## config.mk

```make
export PLATFORM = sky130hd
export DESIGN_NAME = ll_sharer_dir
export DESIGN_NICKNAME = d
export VERILOG_FILES = /design/src/rtl/ll_dir_pkg.sv /design/src/rtl/ll_dir_store.sv /design/src/rtl/ll_dir_ctrl.sv /design/src/rtl/ll_sharer_dir.sv
export SDC_FILE = /design/constraint.sdc
export NUM_CORES = 1
export LEC_CHECK = 0
export BUFFER_PORTS_ARGS = -buffer_cell sky130_fd_sc_hd__clkbuf_2
export CAP_MARGIN = 20
export CORE_UTILIZATION = 46
export CTS_CLUSTER_SIZE = 40
export DETAILED_ROUTE_END_ITERATION = 7
export PLACE_DENSITY = 0.69
export REMOVE_ABC_BUFFERS = 1
export SLEW_MARGIN = 20
export SYNTH_ARGS = -nofsm -noshare
export SYNTH_HDL_FRONTEND = slang
export SYNTH_HIERARCHICAL = 1
export SYNTH_SLANG_ARGS = --single-unit
export TNS_END_PERCENT = 100
```

## constraint.sdc

```tcl
create_clock -name clk -period 4.77 [get_ports clk]
set_input_delay 0.477 -clock clk [delete_from_list [all_inputs] [get_ports clk]]
set_output_delay 0.477 -clock clk [all_outputs]
set_load 0.03 [all_outputs]
```

## src/rtl/ll_dir_pkg.sv

```systemverilog
package ll_dir_pkg;
    typedef enum logic [1:0] {
        OP_RD  = 2'd0,
        OP_WR  = 2'd1,
        OP_EV  = 2'd2,
        OP_NOP = 2'd3
    } op_e;

    typedef enum logic [1:0] {
        S_IDLE = 2'd0,
        S_WALK = 2'd1,
        S_DONE = 2'd2
    } st_e;
endpackage

```

## src/rtl/ll_dir_store.sv

```systemverilog
module ll_dir_store #(
    parameter int NODES  = 4,
    parameter int BLOCKS = 4,
    parameter int PW     = 3,
    parameter int BW     = 2
) (
    input  logic          clk,
    input  logic          rst_n,
    input  logic [BW-1:0] blk_i,
    input  logic [PW-1:0] node_i,
    input  logic [PW-1:0] cur_i,
    input  logic          ins_i,
    input  logic          del_i,
    input  logic          clr_i,
    input  logic          solo_i,
    output logic [PW-1:0] head_o,
    output logic [PW-1:0] nxt_o
);
    localparam int          NS  = 1 << PW;
    localparam int          BS  = 1 << BW;
    localparam logic [PW-1:0] NIL = {PW{1'b1}};

    logic [PW-1:0] head_q [BS];
    logic [PW-1:0] nxt_q  [BS][NS];
    logic [PW-1:0] prv_q  [BS][NS];
    logic [NS-1:0] mem_q  [BS];

    logic [PW-1:0] del_p, del_x;
    logic          node_on;

    assign head_o  = head_q[blk_i];
    assign nxt_o   = nxt_q[blk_i][cur_i];
    assign del_p   = prv_q[blk_i][node_i];
    assign del_x   = nxt_q[blk_i][node_i];
    assign node_on = mem_q[blk_i][node_i];

    always_ff @(posedge clk) begin
        if (!rst_n) begin
            for (int b = 0; b < BS; b++) begin
                head_q[b] <= NIL;
                mem_q[b]  <= '0;
                for (int n = 0; n < NS; n++) begin
                    nxt_q[b][n] <= NIL;
                    prv_q[b][n] <= NIL;
                end
            end
        end else begin
            // front insertion, skipped when already linked
            if (ins_i && !node_on) begin
                nxt_q[blk_i][node_i] <= head_q[blk_i];
                prv_q[blk_i][node_i] <= NIL;
                mem_q[blk_i][node_i] <= 1'b1;
                if (head_q[blk_i] != NIL)
                    prv_q[blk_i][head_q[blk_i]] <= node_i;
                head_q[blk_i] <= node_i;
            end
            // splice out: join neighbours
            if (del_i && node_on) begin
                if (del_p == NIL) head_q[blk_i] <= del_x;
                else              nxt_q[blk_i][del_p] <= del_x;
                if (del_x != NIL) prv_q[blk_i][del_x] <= del_p;
                mem_q[blk_i][node_i] <= 1'b0;
                nxt_q[blk_i][node_i] <= NIL;
                prv_q[blk_i][node_i] <= NIL;
            end
            // walk step drops the visited node
            if (clr_i && cur_i != NIL) begin
                mem_q[blk_i][cur_i] <= 1'b0;
                nxt_q[blk_i][cur_i] <= NIL;
                prv_q[blk_i][cur_i] <= NIL;
            end
            // end of walk: writer alone
            if (solo_i) begin
                head_q[blk_i]        <= node_i;
                mem_q[blk_i][node_i] <= 1'b1;
                nxt_q[blk_i][node_i] <= NIL;
                prv_q[blk_i][node_i] <= NIL;
            end
        end
    end
endmodule

```

## src/rtl/ll_dir_ctrl.sv

```systemverilog
module ll_dir_ctrl
    import ll_dir_pkg::*;
#(
    parameter int PW = 3,
    parameter int BW = 2
) (
    input  logic          clk,
    input  logic          rst_n,
    input  logic          req_valid,
    input  logic [1:0]    req_op,
    input  logic [PW-1:0] req_node,
    input  logic [BW-1:0] req_blk,
    input  logic [PW-1:0] head_i,
    input  logic [PW-1:0] nxt_i,
    output logic          req_ready,
    output logic          retry,
    output logic          inv_valid,
    output logic [PW-1:0] inv_node,
    output logic [BW-1:0] inv_blk,
    output logic          done,
    output logic [BW-1:0] blk_o,
    output logic [PW-1:0] node_o,
    output logic [PW-1:0] cur_o,
    output logic          ins_o,
    output logic          del_o,
    output logic          clr_o,
    output logic          solo_o
);
    localparam logic [PW-1:0] NIL = {PW{1'b1}};

    st_e           state, state_nx;
    logic [BW-1:0] blk_q;
    logic [PW-1:0] node_q, cur_q;
    logic          accept;
    op_e           op;

    assign op     = op_e'(req_op);
    assign accept = (state == S_IDLE) && req_valid;

    always_ff @(posedge clk) begin
        if (!rst_n) state <= S_IDLE;
        else        state <= state_nx;
    end

    always_comb begin
        state_nx = state;
        unique case (state)
            S_IDLE:  if (req_valid) state_nx = (op == OP_WR) ? S_WALK : S_DONE;
            S_WALK:  if (cur_q == NIL) state_nx = S_DONE;
            S_DONE:  state_nx = S_IDLE;
            default: state_nx = S_IDLE;
        endcase
    end

    always_ff @(posedge clk) begin
        if (!rst_n) begin
            blk_q  <= '0;
            node_q <= '0;
            cur_q  <= NIL;
        end else if (accept) begin
            blk_q  <= req_blk;
            node_q <= req_node;
            cur_q  <= head_i;
        end else if (state == S_WALK && cur_q != NIL) begin
            cur_q  <= nxt_i;
        end
    end

    always_comb begin
        blk_o     = (state == S_IDLE) ? req_blk  : blk_q;
        node_o    = (state == S_IDLE) ? req_node : node_q;
        cur_o     = cur_q;
        ins_o     = accept && (op == OP_RD);
        del_o     = accept && (op == OP_EV);
        clr_o     = (state == S_WALK) && (cur_q != NIL);
        solo_o    = (state == S_WALK) && (cur_q == NIL);
        inv_valid = (state == S_WALK) && (cur_q != NIL) && (cur_q != node_q);
        inv_node  = cur_q;
        inv_blk   = blk_q;
        retry     = (state == S_WALK) && req_valid && (req_blk == blk_q);
        req_ready = (state == S_IDLE) || retry;
        done      = (state == S_DONE);
    end
endmodule

```

## src/rtl/ll_sharer_dir.sv

```systemverilog
module ll_sharer_dir #(
    parameter int NODES  = 4,
    parameter int BLOCKS = 4,
    localparam int PW    = $clog2(NODES + 1),
    localparam int BW    = (BLOCKS > 1) ? $clog2(BLOCKS) : 1
) (
    input  logic          clk,
    input  logic          rst_n,
    input  logic          req_valid,
    input  logic [1:0]    req_op,
    input  logic [PW-1:0] req_node,
    input  logic [BW-1:0] req_blk,
    output logic          req_ready,
    output logic          retry,
    output logic          inv_valid,
    output logic [PW-1:0] inv_node,
    output logic [BW-1:0] inv_blk,
    output logic          done
);
    logic [BW-1:0] s_blk;
    logic [PW-1:0] s_node, s_cur, s_head, s_nxt;
    logic          s_ins, s_del, s_clr, s_solo;

    ll_dir_ctrl #(.PW(PW), .BW(BW)) u_ctrl (
        .clk(clk), .rst_n(rst_n),
        .req_valid(req_valid), .req_op(req_op), .req_node(req_node), .req_blk(req_blk),
        .head_i(s_head), .nxt_i(s_nxt),
        .req_ready(req_ready), .retry(retry),
        .inv_valid(inv_valid), .inv_node(inv_node), .inv_blk(inv_blk), .done(done),
        .blk_o(s_blk), .node_o(s_node), .cur_o(s_cur),
        .ins_o(s_ins), .del_o(s_del), .clr_o(s_clr), .solo_o(s_solo)
    );

    ll_dir_store #(.NODES(NODES), .BLOCKS(BLOCKS), .PW(PW), .BW(BW)) u_store (
        .clk(clk), .rst_n(rst_n),
        .blk_i(s_blk), .node_i(s_node), .cur_i(s_cur),
        .ins_i(s_ins), .del_i(s_del), .clr_i(s_clr), .solo_i(s_solo),
        .head_o(s_head), .nxt_o(s_nxt)
    );
endmodule

```

== Yosys cells after proc, flatten, opt, wreduce, memory -nomap -nowiden ==
Memory sizes are Yosys's and may differ from the RTL's.
Cells that the tools add are included.

* Order comparisons: 14
* Shift-type cells: 0
* Bitwise operators: 247
* Mux-type cells: 322
* Add/sub/neg operators: 0
* Divide/modulo/power cells: 0
* Eq/ne operators: 13
* Multipliers: 0
* Reductions and logical operators: 28

{| class="wikitable"
|+ Operator list
! kind !! number
|-
| 1-bit two-way mux || 268
|-
| 24-bit two-way mux || 11
|-
| 1-bit OR || 242
|-
| 3-bit two-way mux || 17
|-
| 8-bit two-way mux || 6
|-
| 24-bit OR reduction || 2
|-
| 3-bit demux with 3-bit select || 5
|-
| 3-bit binary-select mux with 3-bit select || 3
|-
| 4-bit greater-or-equal comparator, second input constant || 5
|-
| 4-bit by 1-bit less-than comparator with 1-bit output, second input constant || 5
|-
| 3-bit NOT with 4-bit output || 5
|-
| 1-bit logical AND || 18
|-
| 2-bit two-way mux || 8
|-
| 3-bit inequality test, second input constant || 3
|-
| 3-bit by 4-bit less-than comparator with 1-bit output, second input constant || 2
|-
| 8-bit OR reduction || 1
|-
| 1-bit demux with 3-bit select || 2
|-
| 3-bit == test, second input constant || 2
|-
| 3-bit by 1-bit greater-or-equal comparator with 1-bit output, second input constant || 2
|-
| 2-bit by 1-bit == test with 1-bit output, second input constant || 2
|-
| 2-bit == test, second input constant || 2
|-
| 2-bit logical NOT || 2
|-
| 2-bit inequality test, second input constant || 2
|-
| 2-bit one-hot mux with 2 select lines || 1
|-
| other kinds (8) || 8
|}

* Logic and storage cells: 632
* Memory bits (read-only): 0
* Bits in latches: 0
* Input bits: 10
* Flip-flop bits (word level): 10
* Memories: 4
* Memory bits (writable): 236

{| class="wikitable"
|+ Memory list
! memory !! depth !! width !! rd ports !! clocked after Yosys merged registers in !! wr ports !! RTL line !! RTL
|-
| u_store.nxt_q || 4 || 24 || 1 || 0 || 4 || ll_dir_store.sv:24 || <nowiki>logic [PW-1:0] nxt_q [BS][NS];</nowiki>
|-
| u_store.prv_q || 4 || 24 || 1 || 0 || 4 || ll_dir_store.sv:25 || <nowiki>logic [PW-1:0] prv_q [BS][NS];</nowiki>
|-
| u_store.mem_q || 4 || 8 || 1 || 0 || 4 || ll_dir_store.sv:26 || <nowiki>logic [NS-1:0] mem_q [BS];</nowiki>
|-
| u_store.head_q || 4 || 3 || 1 || 0 || 4 || ll_dir_store.sv:23 || <nowiki>logic [PW-1:0] head_q [BS];</nowiki>
|}

== Longest topological paths before layout ==
* Depth after elaboration: 18
* Depth in mapped cells: 18

== Hierarchy ==
The synthesis kept the hierarchy.

{| class="wikitable"
|+ Modules (own cells, without submodules)
! module !! area each (sq um) !! cells an instance !! instances
|-
| ll_dir_store || 13629.3 || 1231 || 1
|-
| ll_dir_ctrl || 674.4 || 79 || 1
|}

== Worst setup path after synthesis ==
OpenSTA, ideal clock, no wires.

* Path type: register to register
* Start point: register u_ctrl.state[1]
* End point: memory u_store/nxt_q[3][15] in the netlist's numbering, enable pin
* Cell stages (with the launch flop): 16
* Path buffers: 6
* Arrival: 3419 ps
* Slack: 1006 ps
* Setup time: 344 ps
* Cells stage by stage: dfxtp_1 buf_6 nor2_8 mux2_2 buf_6 buf_6 or4b_1 buf_2 o22ai_1 nor4_2 nand2_1 clkbuf_1 or4b_1 buf_2 nor2b_1 o21ai_0

{| class="wikitable"
|+ RTL lines
! item !! RTL line !! RTL
|-
| from (decl) || ll_dir_ctrl.sv:31 || <nowiki>st_e state, state_nx;</nowiki>
|-
| from (signal assigned) || ll_dir_ctrl.sv:42 || <nowiki>else state <= state_nx;</nowiki>
|-
| to (decl) || ll_dir_store.sv:24 ||
|}

==> reports/metrics.csv <==
stage,metric,value,unit
yosys,synth_area_leaders,"edfxtp_1 50%, mux2i_1 9.9%, nand3_1 4.9%, o22ai_1 2.8%, clkbuf_1 2.2%",
yosys,synth_top_area_frac,0.495,
global_route,overflow,0,
clock_tree,post_cts_buffers,0,
drt,drt_pass1_iterations,6,
drt,wl_per_cell,26.2,um
sta,finalCriticalPeriod,4.63,ns
clock_tree,cts.clk_slew.worst_paths,0.06,ns
setup_path,path_cells,"nor2_8, mux2_8, buf_12, mux2i_1, o22ai_1, nor4_2, nand2_1, or4b_1, nor2b_1, o21ai_0",
clock_tree,cts_tree,done,
clock_tree,clk_latency,0.54,ns
hold_path,hold_depth,3,
die,core_area,30600,um^2
die,ios,19,
setup_path,cp-start-kind,register,
setup_path,startpoint,u_ctrl/state[1],
yosys,syn_area,14300,um^2
yosys,ys_types,66,
drt,wl,45900,um
sta,timing.fmax,0.216,GHz
final_layout,final_core_util,0.522,
sta,finalCritPeriodShare,0.971,
final_layout,layout-drive-gt1-share,0.152,
drt,antenna_left,0,
setup_path,cp_max_fo,43,
setup_path,cp_slowest_cell,or4b_1,
power,total_power,5.37,mW
yosys,yosysWarnings,6,
setup_path,cp_data_required_time,4.95,ns
hold_path,hold_path_end,u_ctrl/node_q[0],
clock_tree,clock_path_buffers,3,
yosys,avgSynthCellArea,10.9,um^2
drt,routed_via_density,6.70,
yosys,synth_top_cell_by_area,edfxtp_1,
sta,rsz0062_at_grt,no,
yosys,netlist_instances,1310,
place,dp.cells,1701,
yosys,yosysMostFrequentCell,edfxtp_1,
global_route,grt_use_total,0.290,
sta,finalSetupViolCount,0,
setup_path,r2r_end,u_store/nxt_q[0][15],
hold_path,hp-class,in2reg,
setup_path,critical-path-top-delay-family,simple AND/OR/NAND/NOR gates,
setup_path,cpPeakStageDelay,0.71,ns
flow_run,maxCapViolations,0,
place,place_congestion,1.04,
power,ir_worst_vdd,0.241,mV
die,chipWidth,178,um
setup_path,arrival,4.81,ns
place,dpl_worst_slack,0.181,ns
die,initial_core_util,0.468,
yosys,synth_common_cells,"236 x edfxtp_1, 141 x mux2i_1, 141 x nand3_1",
drt,drc,0,
place,hpwlAfterDp,33100,um
outcome,status,completed,
yosys,synth-edff-count,236,
setup_path,reg2reg_slack,0.14,ns
place,port-buffer-count,18,
final_layout,num_antenna_cells,0,
clock_tree,numCtsBuffers,27,
clock_tree,h-tree-depth,1,
clock_tree,cts.sinks,246,
final_layout,design_area,16000,um^2
die,core.rowCount,64,
clock_tree,clockRootBuffer,clkbuf_16,
setup_path,reg2reg_from,u_ctrl/state[1],
die,dieHeight,178,um
sta,skew,0.0128,ns
setup_path,end_kind,register,
hold_path,hold_path.startpoint,req_node[0],
sta,final.hold.worst_slack,0.222,ns
power,p_leak,4.96,nW
sta,drv_slew,0,
sta,fin_ws,0.136,ns
sta,hold_viol,0,
setup_path,cp_num_buf_inv,1,
setup_path,r2r_cells,10,
yosys,ys_async_sr_fraction,0,
global_route,antenna_found_initial,0,
die,die-area,31800,um^2
final_layout,stdcell_count,1750,
drt,vias,11728,
final_layout,area_delta_synth_final,11.7,%
final_layout,nets,1344,
drt,drt_iter0_drc,1550,
setup_path,worstSetupPathType,reg2reg,
sta,relSlewSlack,0.267,
place,dpl_cell_area,15100,um^2
global_route,grt_max_degree,65,
clock_tree,cts-hold-fix-buffers,0,
sta,tightest_slew,1.09,ns
sta,setup_tns,0,ns
yosys,synth_flop_cell,edfxtp_1,
yosys,ys_seq_area_frac,0.509,
global_route,first_global_vias,11133,
power,power-per-cell-area,336,nW/um^2
global_route,grt_pass1_wl,68000,um
yosys,synth-seq-cells,246,
-- repair_timing --
action | in CTS | in global routing
resized for setup | 0 | 2
setup endpoints to repair | 0 | 18
hold endpoints to repair | 0 | 0
-- power by group --
group	total (mW)	internal, mW	leakage [nW]	switching (mW)
clock	2.14	1.31	0.434	0.831
sequential	2.40	2.39	1.83	0.0111
combinational	0.831	0.252	2.70	0.579
total	5.37	3.95	4.96	1.42
-- sequential cells by signal (all words and copies together), names as in the netlist --
name and cells:
u_ctrl/cur_o 3, u_ctrl/inv_blk 2, u_ctrl/node_q 3, u_ctrl/state 2, u_store/head_q 12, u_store/mem_q 32
u_store/nxt_q 96, u_store/prv_q 96
-- layout make-up --
| class | instances | area, um^2 |
|---|---|---|
| fill | 2708 | 14600 |
| sequential | 246 | 7290 |
| multi-input combinational | 935 | 6420 |
| timing repair buffer | 114 | 838 |
| clock buffer | 35 | 706 |
| tap | 396 | 495 |
| clock inverter | 14 | 199 |
| inverter | 10 | 37.5 |
-- placed cells by master, fill, tap and decap left out, types with 6 or more instances in the layout --
cell type	count
edfxtp_1	236
clkbuf_1	8
nor4_1	21
a31oi_1	12
or4b_1	6
o22ai_1	65
conb_1	12
clkbuf_16	27
o21ai_0	62
nor2b_1	11
dfxtp_1	10
nand4b_1	20
nand3_1	141
clkbuf_2	17
nand2b_1	33
nor2_1	34
o31ai_1	9
a21oi_1	55
o211ai_1	22
buf_4	95
clkinv_1	6
and3_1	16
nand2_1	73
inv_1	9
nand4bb_1	9
mux2i_1	141
nand4_1	10
nor3_1	31
o21ai_1	6
nor4_2	7
or3_1	40
mux4_2	12
and2_1	12
-- logic make-up (layout without fill, tap and decap cells) --
family / after synthesis / count (layout) / share of synthesized area
AND/OR/NAND/NOR: 493 / 493 / 0.198
AO/OA/AOI/OAI: 260 / 260 / 0.112
flip-flops: 246 / 246 / 0.509
multiplexers: 165 / 165 / 0.130
buffers and inverters: 140 / 173 / 0.0478
XOR/XNOR: 5 / 5 / 0.00306
other: 1 / 12 / 0.000262
-- routing by layer --
layer / vias to the layer above / part of all wire / track usage / wire, um
met5: - / 0 / 0 / 0
met4: 0 / 0.040 / 0.106 / 1840
met3: 142 / 0.11 / 0.0610 / 4940
met2: 753 / 0.45 / 0.456 / 20600
met1: 5715 / 0.40 / 0.393 / 18500
li1: 5118 / - / - / -
-- worst max-delay path by stage --
| stage | to | cells past startpoint |
|---|---|---|
| floorplan | u_store/nxt_q[1][6] | 9 |
| global placement | u_store/nxt_q[2][16] | 10 |
| detailed placement | u_store/prv_q[1][19] | 12 |
| CTS | u_store/prv_q[1][19] | 12 |
| global route | u_store/nxt_q[0][15] | 10 |
| finish | u_store/nxt_q[0][15] | 10 |
-- tightest hold or removal path, cell delays in order --
cell and delay [ns]:
clkbuf_2 0.09, mux2i_1 0.06, nor2b_1 0.09
Note: power is estimated with default switching activity, not from simulation.
